===== config.mk =====
export PLATFORM = sky130hd
export DESIGN_NAME = dma_channel_engine
export DESIGN_NICKNAME = d
export VERILOG_FILES = /design/src/rtl/dmac_pkg.sv /design/src/rtl/dmac_regs.sv /design/src/rtl/dmac_walk.sv /design/src/rtl/dmac_xfer.sv /design/src/rtl/dma_channel_engine.sv
export SDC_FILE = /design/constraint.sdc
export NUM_CORES = 1
export LEC_CHECK = 0
export BUFFER_PORTS_ARGS = -buffer_cell sky130_fd_sc_hd__buf_2
export CORE_UTILIZATION = 30
export CTS_BUF_LIST = sky130_fd_sc_hd__clkbuf_8
export DETAILED_ROUTE_END_ITERATION = 6
export GPL_ROUTABILITY_DRIVEN = 0
export SYNTH_ARGS = -nofsm -noshare
export SYNTH_HDL_FRONTEND = slang
export SYNTH_SLANG_ARGS = --single-unit

===== constraint.sdc =====
create_clock -name clk -period 4.5 [get_ports clk]
set_clock_uncertainty 0.05 [all_clocks]
set_input_delay 1.35 -clock clk [delete_from_list [all_inputs] [get_ports clk]]
set_output_delay 1.35 -clock clk [all_outputs]
set_load 0.02 [all_outputs]

===== src/rtl/dmac_pkg.sv =====
package dmac_pkg;
  typedef enum logic [2:0] {
    PORT_BASE   = 3'd0,
    PORT_COUNT  = 3'd1,
    PORT_MASK   = 3'd2,
    PORT_MODE   = 3'd3,
    PORT_PTRCLR = 3'd4,
    PORT_PAGE   = 3'd5
  } port_e;

  typedef enum logic [1:0] {
    XT_NONE     = 2'b00,
    XT_TO_MEM   = 2'b01,
    XT_FROM_MEM = 2'b10,
    XT_ILLEGAL  = 2'b11
  } xtype_e;

  typedef struct packed {
    logic [1:0] service;
    logic       step_down;
    logic       auto_reload;
    xtype_e     xtype;
  } mode_t;

  localparam logic [1:0] SVC_SINGLE = 2'b01;
endpackage


===== src/rtl/dmac_regs.sv =====
module dmac_regs
  import dmac_pkg::*;
#(
  parameter int BYTE_W  = 8,
  parameter int PAGE_W  = 4,
  parameter int CSEL_W  = 2,
  parameter int CHAN_ID = 1,
  localparam int WORD_W = 2 * BYTE_W
) (
  input  logic              clk,
  input  logic              rst,
  input  logic              wr_en,
  input  logic [2:0]        sel,
  input  logic [BYTE_W-1:0] wdata,
  input  logic              tc_mask_set,
  output logic [WORD_W-1:0] base_addr,
  output logic [WORD_W-1:0] base_cnt,
  output logic              addr_wr,
  output logic              cnt_wr,
  output logic              wr_hi,
  output mode_t             mode_q,
  output logic              masked,
  output logic [PAGE_W-1:0] page_q
);
  localparam int MASK_BIT = CSEL_W;
  localparam int MODE_LSB = CSEL_W;
  localparam logic [CSEL_W-1:0] MY_CHAN = CSEL_W'(CHAN_ID);

  logic ptr_hi;
  logic chan_hit;
  logic mask_wr, mode_wr, clr_wr, page_wr;

  assign chan_hit = (wdata[CSEL_W-1:0] == MY_CHAN);
  assign addr_wr  = wr_en && (port_e'(sel) == PORT_BASE);
  assign cnt_wr   = wr_en && (port_e'(sel) == PORT_COUNT);
  assign mask_wr  = wr_en && (port_e'(sel) == PORT_MASK) && chan_hit;
  assign mode_wr  = wr_en && (port_e'(sel) == PORT_MODE) && chan_hit;
  assign clr_wr   = wr_en && (port_e'(sel) == PORT_PTRCLR);
  assign page_wr  = wr_en && (port_e'(sel) == PORT_PAGE);
  assign wr_hi    = ptr_hi;

  always_ff @(posedge clk) begin
    if (rst) begin
      ptr_hi    <= 1'b0;
      base_addr <= '0;
      base_cnt  <= '0;
      mode_q    <= '0;
      masked    <= 1'b1;
      page_q    <= '0;
    end else begin
      if (clr_wr)                ptr_hi <= 1'b0;
      else if (addr_wr || cnt_wr) ptr_hi <= ~ptr_hi;

      if (addr_wr) begin
        if (ptr_hi) base_addr[WORD_W-1:BYTE_W] <= wdata;
        else        base_addr[BYTE_W-1:0]      <= wdata;
      end
      if (cnt_wr) begin
        if (ptr_hi) base_cnt[WORD_W-1:BYTE_W] <= wdata;
        else        base_cnt[BYTE_W-1:0]      <= wdata;
      end

      if (mode_wr) mode_q <= mode_t'(wdata[MODE_LSB +: $bits(mode_t)]);

      // terminal-count self-mask has priority over a processor write
      if (tc_mask_set)  masked <= 1'b1;
      else if (mask_wr) masked <= wdata[MASK_BIT];

      if (page_wr) page_q <= wdata[PAGE_W-1:0];
    end
  end
endmodule


===== src/rtl/dmac_walk.sv =====
module dmac_walk #(
  parameter int BYTE_W = 8,
  localparam int WORD_W = 2 * BYTE_W
) (
  input  logic              clk,
  input  logic              rst,
  input  logic [BYTE_W-1:0] wdata,
  input  logic              addr_wr,
  input  logic              cnt_wr,
  input  logic              wr_hi,
  input  logic [WORD_W-1:0] base_addr,
  input  logic [WORD_W-1:0] base_cnt,
  input  logic              step,
  input  logic              step_down,
  input  logic              auto_reload,
  output logic [WORD_W-1:0] cur_addr,
  output logic [WORD_W-1:0] cur_cnt,
  output logic              last
);
  assign last = (cur_cnt == '0);

  always_ff @(posedge clk) begin
    if (rst) begin
      cur_addr <= '0;
      cur_cnt  <= '0;
    end else begin
      if (step) begin
        if (last && auto_reload) begin
          cur_addr <= base_addr;
          cur_cnt  <= base_cnt;
        end else begin
          cur_addr <= step_down ? cur_addr - 1'b1 : cur_addr + 1'b1;
          cur_cnt  <= cur_cnt - 1'b1;
        end
      end
      // processor writes land in the working copy as well
      if (addr_wr) begin
        if (wr_hi) cur_addr[WORD_W-1:BYTE_W] <= wdata;
        else       cur_addr[BYTE_W-1:0]      <= wdata;
      end
      if (cnt_wr) begin
        if (wr_hi) cur_cnt[WORD_W-1:BYTE_W] <= wdata;
        else       cur_cnt[BYTE_W-1:0]      <= wdata;
      end
    end
  end
endmodule


===== src/rtl/dmac_xfer.sv =====
module dmac_xfer
  import dmac_pkg::*;
#(
  parameter int WORD_W = 16,
  parameter int PAGE_W = 4,
  localparam int PHYS_W = WORD_W + PAGE_W
) (
  input  logic              clk,
  input  logic              rst,
  input  logic              dreq,
  input  logic              grant,
  input  logic              masked,
  input  logic [1:0]        service,
  input  xtype_e            xtype,
  input  logic              auto_reload,
  input  logic              last,
  input  logic [WORD_W-1:0] cur_addr,
  input  logic [PAGE_W-1:0] page,
  output logic              fire,
  output logic              tc_mask_set,
  output logic              dack_n,
  output logic              tc,
  output logic [PHYS_W-1:0] bus_addr,
  output logic              to_mem,
  output logic              from_mem
);
  logic type_ok;

  assign type_ok     = (xtype == XT_TO_MEM) || (xtype == XT_FROM_MEM);
  // dack_n high means the previous cycle was idle: forces a gap cycle
  assign fire        = !masked && (service == SVC_SINGLE) && type_ok &&
                       dreq && grant && dack_n;
  assign tc_mask_set = fire && last && !auto_reload;

  always_ff @(posedge clk) begin
    if (rst) begin
      dack_n   <= 1'b1;
      tc       <= 1'b0;
      bus_addr <= '0;
      to_mem   <= 1'b0;
      from_mem <= 1'b0;
    end else begin
      dack_n   <= ~fire;
      tc       <= fire && last;
      to_mem   <= fire && (xtype == XT_TO_MEM);
      from_mem <= fire && (xtype == XT_FROM_MEM);
      if (fire) bus_addr <= {page, cur_addr};
    end
  end
endmodule


===== src/rtl/dma_channel_engine.sv =====
module dma_channel_engine
  import dmac_pkg::*;
#(
  parameter int BYTE_W  = 8,
  parameter int PAGE_W  = 4,
  parameter int CSEL_W  = 2,
  parameter int CHAN_ID = 1,
  localparam int WORD_W = 2 * BYTE_W,
  localparam int PHYS_W = WORD_W + PAGE_W
) (
  input  logic              clk,
  input  logic              rst,
  input  logic              reg_wr,
  input  logic [2:0]        reg_sel,
  input  logic [BYTE_W-1:0] reg_wdata,
  input  logic              dreq,
  input  logic              bus_grant,
  output logic              dack_n,
  output logic              tc,
  output logic [PHYS_W-1:0] bus_addr,
  output logic              to_mem,
  output logic              from_mem
);
  logic [WORD_W-1:0] base_addr, base_cnt, cur_addr, cur_cnt;
  logic              addr_wr, cnt_wr, wr_hi;
  logic              masked, last, fire, tc_mask_set;
  logic [PAGE_W-1:0] page_q;
  mode_t             mode_q;
  logic              mode_auto;

  assign mode_auto = mode_q.auto_reload;

  dmac_regs #(
    .BYTE_W(BYTE_W), .PAGE_W(PAGE_W), .CSEL_W(CSEL_W), .CHAN_ID(CHAN_ID)
  ) u_regs (
    .clk(clk), .rst(rst), .wr_en(reg_wr), .sel(reg_sel), .wdata(reg_wdata),
    .tc_mask_set(tc_mask_set), .base_addr(base_addr), .base_cnt(base_cnt),
    .addr_wr(addr_wr), .cnt_wr(cnt_wr), .wr_hi(wr_hi), .mode_q(mode_q),
    .masked(masked), .page_q(page_q)
  );

  dmac_walk #(.BYTE_W(BYTE_W)) u_walk (
    .clk(clk), .rst(rst), .wdata(reg_wdata), .addr_wr(addr_wr),
    .cnt_wr(cnt_wr), .wr_hi(wr_hi), .base_addr(base_addr),
    .base_cnt(base_cnt), .step(fire), .step_down(mode_q.step_down),
    .auto_reload(mode_auto), .cur_addr(cur_addr), .cur_cnt(cur_cnt),
    .last(last)
  );

  dmac_xfer #(.WORD_W(WORD_W), .PAGE_W(PAGE_W)) u_xfer (
    .clk(clk), .rst(rst), .dreq(dreq), .grant(bus_grant), .masked(masked),
    .service(mode_q.service), .xtype(mode_q.xtype), .auto_reload(mode_auto),
    .last(last), .cur_addr(cur_addr), .page(page_q), .fire(fire),
    .tc_mask_set(tc_mask_set), .dack_n(dack_n), .tc(tc),
    .bus_addr(bus_addr), .to_mem(to_mem), .from_mem(from_mem)
  );
endmodule


==> run_results.csv, run 1 <==
group,metric,value,unit
synthesis,yosys_register_bits,100,
place,dp_hpwl,9080,um
place,placed_area,5440,um^2
worst_setup_path,crit_type,"reg2reg",
worst_setup_path,cp_slowest_cell,"dfxtp_1",
synthesis,netlist_instances,637,
route,drtIter0Drc,336,
route,drcViolationCount,0,
clock_network,post_cts_resized,0,
clock_network,cts_root_buffer,"clkbuf_8",
synthesis,yosysWarnings,0,
floorplanning,dieArea,17400,um^2
global_route,grt_pass1_vias,4276,
synthesis,synth_cell_types,59,
floorplanning,num_rows,47,
route,routed-via-count,4608,
cells_and_area,final_common_cell,"nand2_1",
floorplanning,coreArea,16500,um^2
synthesis,synthesis.area,5050,um^2
synthesis,async_flop_share,0,
worst_setup_path,cp_max_fo,17,
synthesis,synth_area_leaders,"dfxtp_1, a21oi_1, nand2_1, ha_1, nor2_1",
run_status,outcome,"complete, no violations",
global_route,antenna_found_initial,1,
worst_hold_path,hold_path_end,"u_regs.base_addr[9]",
worst_hold_path,min_from,"u_regs.base_addr[9]",
sta,drv_slew,0,
place,dp_cells,863,
clock_network,worstSkewPairLatency,0.39,ns
worst_setup_path,crit_chain,"ha_1 > a211oi_1 > o21bai_1 > o21ai_0 > o211ai_1 > or3_1 > nand3_1",
place,io_buffers,39,
sta,fin_tns_setup,0,ns
power,pwr_density_cell,290,nW/um^2
route,wl_per_cell,15.5,um
route,first_pass_iters,5,
power,vdd_drop_max,0.151,mV
worst_setup_path,critical_path.top_delay_family,"compound AO/OA/AOI/OAI gates",
floorplanning,die_w,132,um
floorplanning,die_h,132,um
worst_setup_path,cp.required,4.78,ns
place,place_ws,1.28,ns
clock_network,cts_tree,"done",
sta,setup_viol,0,
global_route,grt_first_pass_wirelength,22300,um
route,ant_nets,0,
sta,fmax,340,MHz
worst_setup_path,critPathLaunchType,"register",
sta,whs,0.405,ns
route,vias_per_cell,5.24,
global_route,grt_overflow,0,
clock_network,cts_max_path_buffers,2,
clock_network,cts_hold_buf,0,
floorplanning,ioPinCount,40,
cells_and_area,finalNetCount,689,
clock_network,cts.sinks,100,
sta,hold_violations,0,
worst_setup_path,reg2reg_to,"u_walk.cur_addr[13]",
clock_network,clk_pin_slew,0.09,ns
clock_network,cts_buffers,9,
clock_network,htreeDepth,3,
sta,finalCritPeriodShare,0.654,
cells_and_area,final_area,5650,um^2
worst_setup_path,reg2reg_from,"u_regs.mode_q[3]",
worst_hold_path,hp-class,"reg2reg",
floorplanning,start_util,0.306,
global_route,grt_max_degree,70,
sta,slew_headroom,0.352,
cells_and_area,fin_util,0.342,
synthesis,synth_top_cell_area_share,0.397,
sta,tightest_slew,0.969,ns
worst_setup_path,r2r_slack,1.56,ns
power,power_leakage,2.14,nW
clock_network,cts_setup_buffers,0,
synthesis,ys_seq_area_frac,0.397,
synthesis,synth_flop_cell,"dfxtp_1",
route,wirelength,13600,um
worst_hold_path,worstHoldPathCells,2,
cells_and_area,final_cells,880,
cells_and_area,final_cell_mix,"nand2_1, dfxtp_1, a21oi_1",
synthesis,synth_edf_count,0,
sta,setup_ws,1.56,ns
cells_and_area,areaGrowthSynthToFinish,12.0,%
global_route,grt_usage,0.162,
worst_setup_path,cp.buffers_inverters,0,
synthesis,avgSynthCellArea,7.93,um^2
worst_setup_path,cpPeakStageDelay,0.80,ns
synthesis,syn-num-nets,672,
worst_setup_path,cp-end-kind,"register",
sta,grt_setup_unrepaired,"no",
power,total_power,1.64,mW
synthesis,synth.largest_area_cell,"dfxtp_1",
worst_setup_path,worstRegToRegCells,7,
worst_setup_path,worstPathArrival,3.22,ns
sta,layout_min_cycle_time,2.94,ns
cells_and_area,drive_above_1_share,0.114,
run,drv_cap,0,
==> power by group <==
part	switching [mW]	total, mW	internal (mW)
Sequential	0.00919	0.903	0.894
Combinational	0.0773	0.115	0.0374
Clock	0.322	0.624	0.301
Total	0.409	1.64	1.23
==> tightest hold or removal path: cells and delay by family (launching register included) <==
| kind | cells | cell delay (ns) |
|---|---|---|
| AND/OR/NAND/NOR | 1 | 0.05 |
| flip-flops | 1 | 0.32 |
| AO/OA/AOI/OAI | 1 | 0.05 |
==> logic make-up after synthesis <==
| family | Yosys count | synth area share |
|---|---|---|
| AO/OA/AOI/OAI | 200 | 0.244 |
| XOR/XNOR | 11 | 0.0191 |
| adder cells (fa/ha/maj) | 19 | 0.0486 |
| buffers and inverters | 50 | 0.0392 |
| flip-flops | 100 | 0.397 |
| multiplexers | 14 | 0.0278 |
| AND/OR/NAND/NOR | 243 | 0.225 |
==> worst max path at each step <==
stage	startpoint	to	cells past startpoint
finish	u_regs.mode_q[3]	u_walk.cur_addr[13]	7
global route	u_regs.mode_q[3]	u_walk.cur_addr[15]	7
CTS	u_regs.mode_q[3]	u_walk.cur_addr[13]	7
detailed placement	bus_grant	u_walk.cur_addr[15]	7
global placement	bus_grant	u_walk.cur_cnt[3]	8
floorplan	reg_sel[0]	u_walk.cur_addr[7]	5
==> metal layers <==
layer	vias up	part of all wire	track usage
met3	11	0.040	0.0262
met4	0	0.015	0.0601
li1	2332	-	-
met2	87	0.45	0.255
met5	-	0	0
met1	2178	0.50	0.223
==> layout make-up <==
| class | count | area (um^2) |
|---|---|---|
| timing repair buffer | 48 | 275 |
| antenna | 1 | 2.50 |
| sequential | 100 | 2000 |
| multi-input combinational | 487 | 2860 |
| clock inverter | 4 | 47.5 |
| tap | 220 | 275 |
| clock buffer | 12 | 165 |
| fill | 1745 | 10900 |
| inverter | 8 | 30.0 |
==> sequential cells by signal (all words and copies together) (netlist names) <==
signal / flops
u_walk.cur_addr: 16
u_regs.masked: 1
u_regs.mode_q: 6
u_xfer.bus_addr: 20
u_regs.page_q: 4
u_walk.cur_cnt: 16
u_regs.base_addr: 16
u_xfer.tc: 1
u_xfer.to_mem: 1
u_regs.base_cnt: 16
u_xfer.dack_n: 1
u_regs.wr_hi: 1
u_xfer.from_mem: 1
==> synth_stat cells, types with 2 or more instances <==
library cell and count:
and4_1 2, xnor2_1 8, xor2_1 3, mux2i_1 14
a211o_1 6, a211oi_1 9, or3_1 10, clkbuf_1 32
o22ai_1 2, o21bai_1 3, nor3_1 12, a311oi_1 2
and3_1 4, or4_4 2, a21oi_1 99, nand2_1 130
ha_1 18, nand4b_1 2, inv_1 8, o221ai_1 5
o21ai_0 28, nor2_1 43, o311ai_0 2, o22a_1 2
nor4_1 8, o31ai_1 5, nand2b_1 2, o21a_1 4
o211ai_1 10, nand3b_1 3, nand3_1 10, a221oi_1 6
nand4_1 2, or4_1 4, a21o_1 6, or2_2 2
buf_2 3, dfxtp_1 100, buf_1 4, nor4b_1 2
clkbuf_2 2
No activity file was read; power rests on OpenSTA's default activity.
==> run 2, diff against run 1 <==
Clock period 4.5 ns to 2.6 ns, I/O delays scaled along.
==> run 2 against run 1 <==
Against the previous run:
- critical path depth did not move
- cell count up 2.0%
- via count is 1.3% higher
- highest routed layer unchanged
==> run_results.csv, run 2 (synthesis results as in run 1) <==
group,metric,value,unit
sta,tightest_slew,0.505,ns
place,dp_hpwl,9500,um
worst_setup_path,cp_max_fo,6,
global_route,grt_busiest_layer,"met2",
cells_and_area,largest_reg_flops,20,
route,first_pass_iters,5,
route,drtIter0Drc,311,
global_route,grt_max_degree,79,
route,wl_per_cell,15.3,um
cells_and_area,drive_above_1_share,0.143,
sta,grt_setup_unrepaired,"no",
clock_network,cts_buffers,9,
cells_and_area,final_area,5850,um^2
global_route,grt_pass1_vias,4371,
power,pwr_density_cell,497,nW/um^2
cells_and_area,final_common_cell,"nand2_1",
sta,layout_min_cycle_time,2.46,ns
sta,setup_ws,0.143,ns
cells_and_area,final_cell_mix,"nand2_1, a21oi_1, dfxtp_1",
worst_setup_path,crit_type,"reg2reg",
global_route,globalRouteMet1Util,0.224,
worst_hold_path,hp-class,"reg2reg",
clock_network,cts_tree,"done",
cells_and_area,regArea,2000,um^2
global_route,grt_overflow,0,
sta,drv_slew,0,
sta,fmax,407,MHz
global_route,antenna_found_initial,0,
clock_network,cts_max_path_buffers,2,
place,placed_area,5620,um^2
floorplanning,coreArea,16500,um^2
cells_and_area,diodes,0,
clock_network,cts.sinks,100,
worst_setup_path,cp.required,2.86,ns
floorplanning,start_util,0.306,
run,drv_cap,0,
sta,hold_violations,0,
cells_and_area,final_cells,898,
route,drcViolationCount,0,
clock_network,htreeDepth,3,
floorplanning,dieArea,17400,um^2
route,wirelength,13700,um
power,vdd_drop_max,0.254,mV
sta,slew_headroom,0.661,
clock_network,cts_hold_buf,0,
place,dp_cells,882,
cells_and_area,finalNetCount,708,
floorplanning,ioPinCount,40,
worst_setup_path,worstPathArrival,2.72,ns
cells_and_area,areaGrowthSynthToFinish,15.8,%
cells_and_area,fin_util,0.354,
run_status,outcome,"complete, no violations",
route,routed-via-count,4670,
floorplanning,die_w,132,um
cells_and_area,multiInputGateArea,2860,um^2
global_route,met3_usage,0.0204,
sta,finalCritPeriodShare,0.945,
floorplanning,num_rows,47,
global_route,grt_usage,0.165,
sta,setup_viol,0,
floorplanning,die_h,132,um
worst_setup_path,critPathLaunchType,"register",
sta,fin_tns_setup,0,ns
route,ant_nets,0,
place,place_ws,0.0834,ns
worst_setup_path,cp-end-kind,"register",
route,vias_per_cell,5.20,
global_route,grt_first_pass_wirelength,22600,um
cells_and_area,regMostFlops,"u_xfer.bus_addr",
clock_network,worstSkewPairLatency,0.39,ns
place,io_buffers,39,
global_route,use_met2,0.261,
cells_and_area,nFillCells,1751,
power,power_leakage,2.24,nW
clock_network,cts_root_buffer,"clkbuf_8",
clock_network,clk_pin_slew,0.10,ns
[run 2: cell types whose count changed in the layout (fill, tap and decap cells not counted), moves of 2 or more]
cell      previous run  this run
inv_6                0         2
clkbuf_8            12         9
buf_4                8        24
buf_12               1         4
[run 2: metal layers]
layer | wire (um) | part of all wire | vias up
li1 | - | - | 2379
met1 | 6850 | 0.50 | 2200
met2 | 6330 | 0.46 | 74
met3 | 312 | 0.023 | 17
met4 | 236 | 0.017 | 0
met5 | 0 | 0 | -
[run 2: power by group]
part / leakage [nW] / switching (mW) / total [mW] / internal [mW]
sequential: 0.808 / 0.0152 / 1.56 / 1.55
combinational: 1.33 / 0.137 / 0.210 / 0.0728
clock: 0.110 / 0.584 / 1.13 / 0.549
total: 2.24 / 0.737 / 2.91 / 2.17
[run 2: metrics by stage]
step,power [mW],hold slack (ns)
floorplan,1.72,0.382
global placement,1.81,0.389
detailed placement,1.81,0.393
CTS,2.94,0.407
global route,3.02,0.429
finish,2.91,0.406
[run 2: final cells by class]
type / instances / share of cell area
flip-flops and latches: 100 / 0.343
multi-input cells: 487 / 0.489
clock buffers: 9 / 0.0212
clock inverters: 7 / 0.0169
well taps: 220 / 0.0471
inverters: 8 / 0.00514
repair buffers: 67 / 0.0779
[run 2: worst paths after layout]
kind                                      startpoint              endpoint  slack, ns  cells past startpoint
worst max-delay path              u_walk.cur_addr[0]   u_walk.cur_addr[14]       0.14                      7
worst min-delay path            u_regs.base_addr[13]  u_regs.base_addr[13]       0.41                      2
worst max register to register    u_walk.cur_addr[0]   u_walk.cur_addr[14]       0.14                      7
worst min register to register  u_regs.base_addr[13]  u_regs.base_addr[13]       0.41                      2
[run 2: repair_timing]
item	CTS	global route
gates resized for setup	0	2
setup endpoints to repair	0	2
buffers inserted	0	0
[run 2: worst max-delay path, cell delays in order (launching register included)]
cell      delay, ns
dfxtp_1        0.39
fa_1           0.51
a211oi_2       0.27
nor4_1         0.11
or4_1          0.49
a41o_1         0.26
xnor2_1        0.12
o31ai_1        0.17
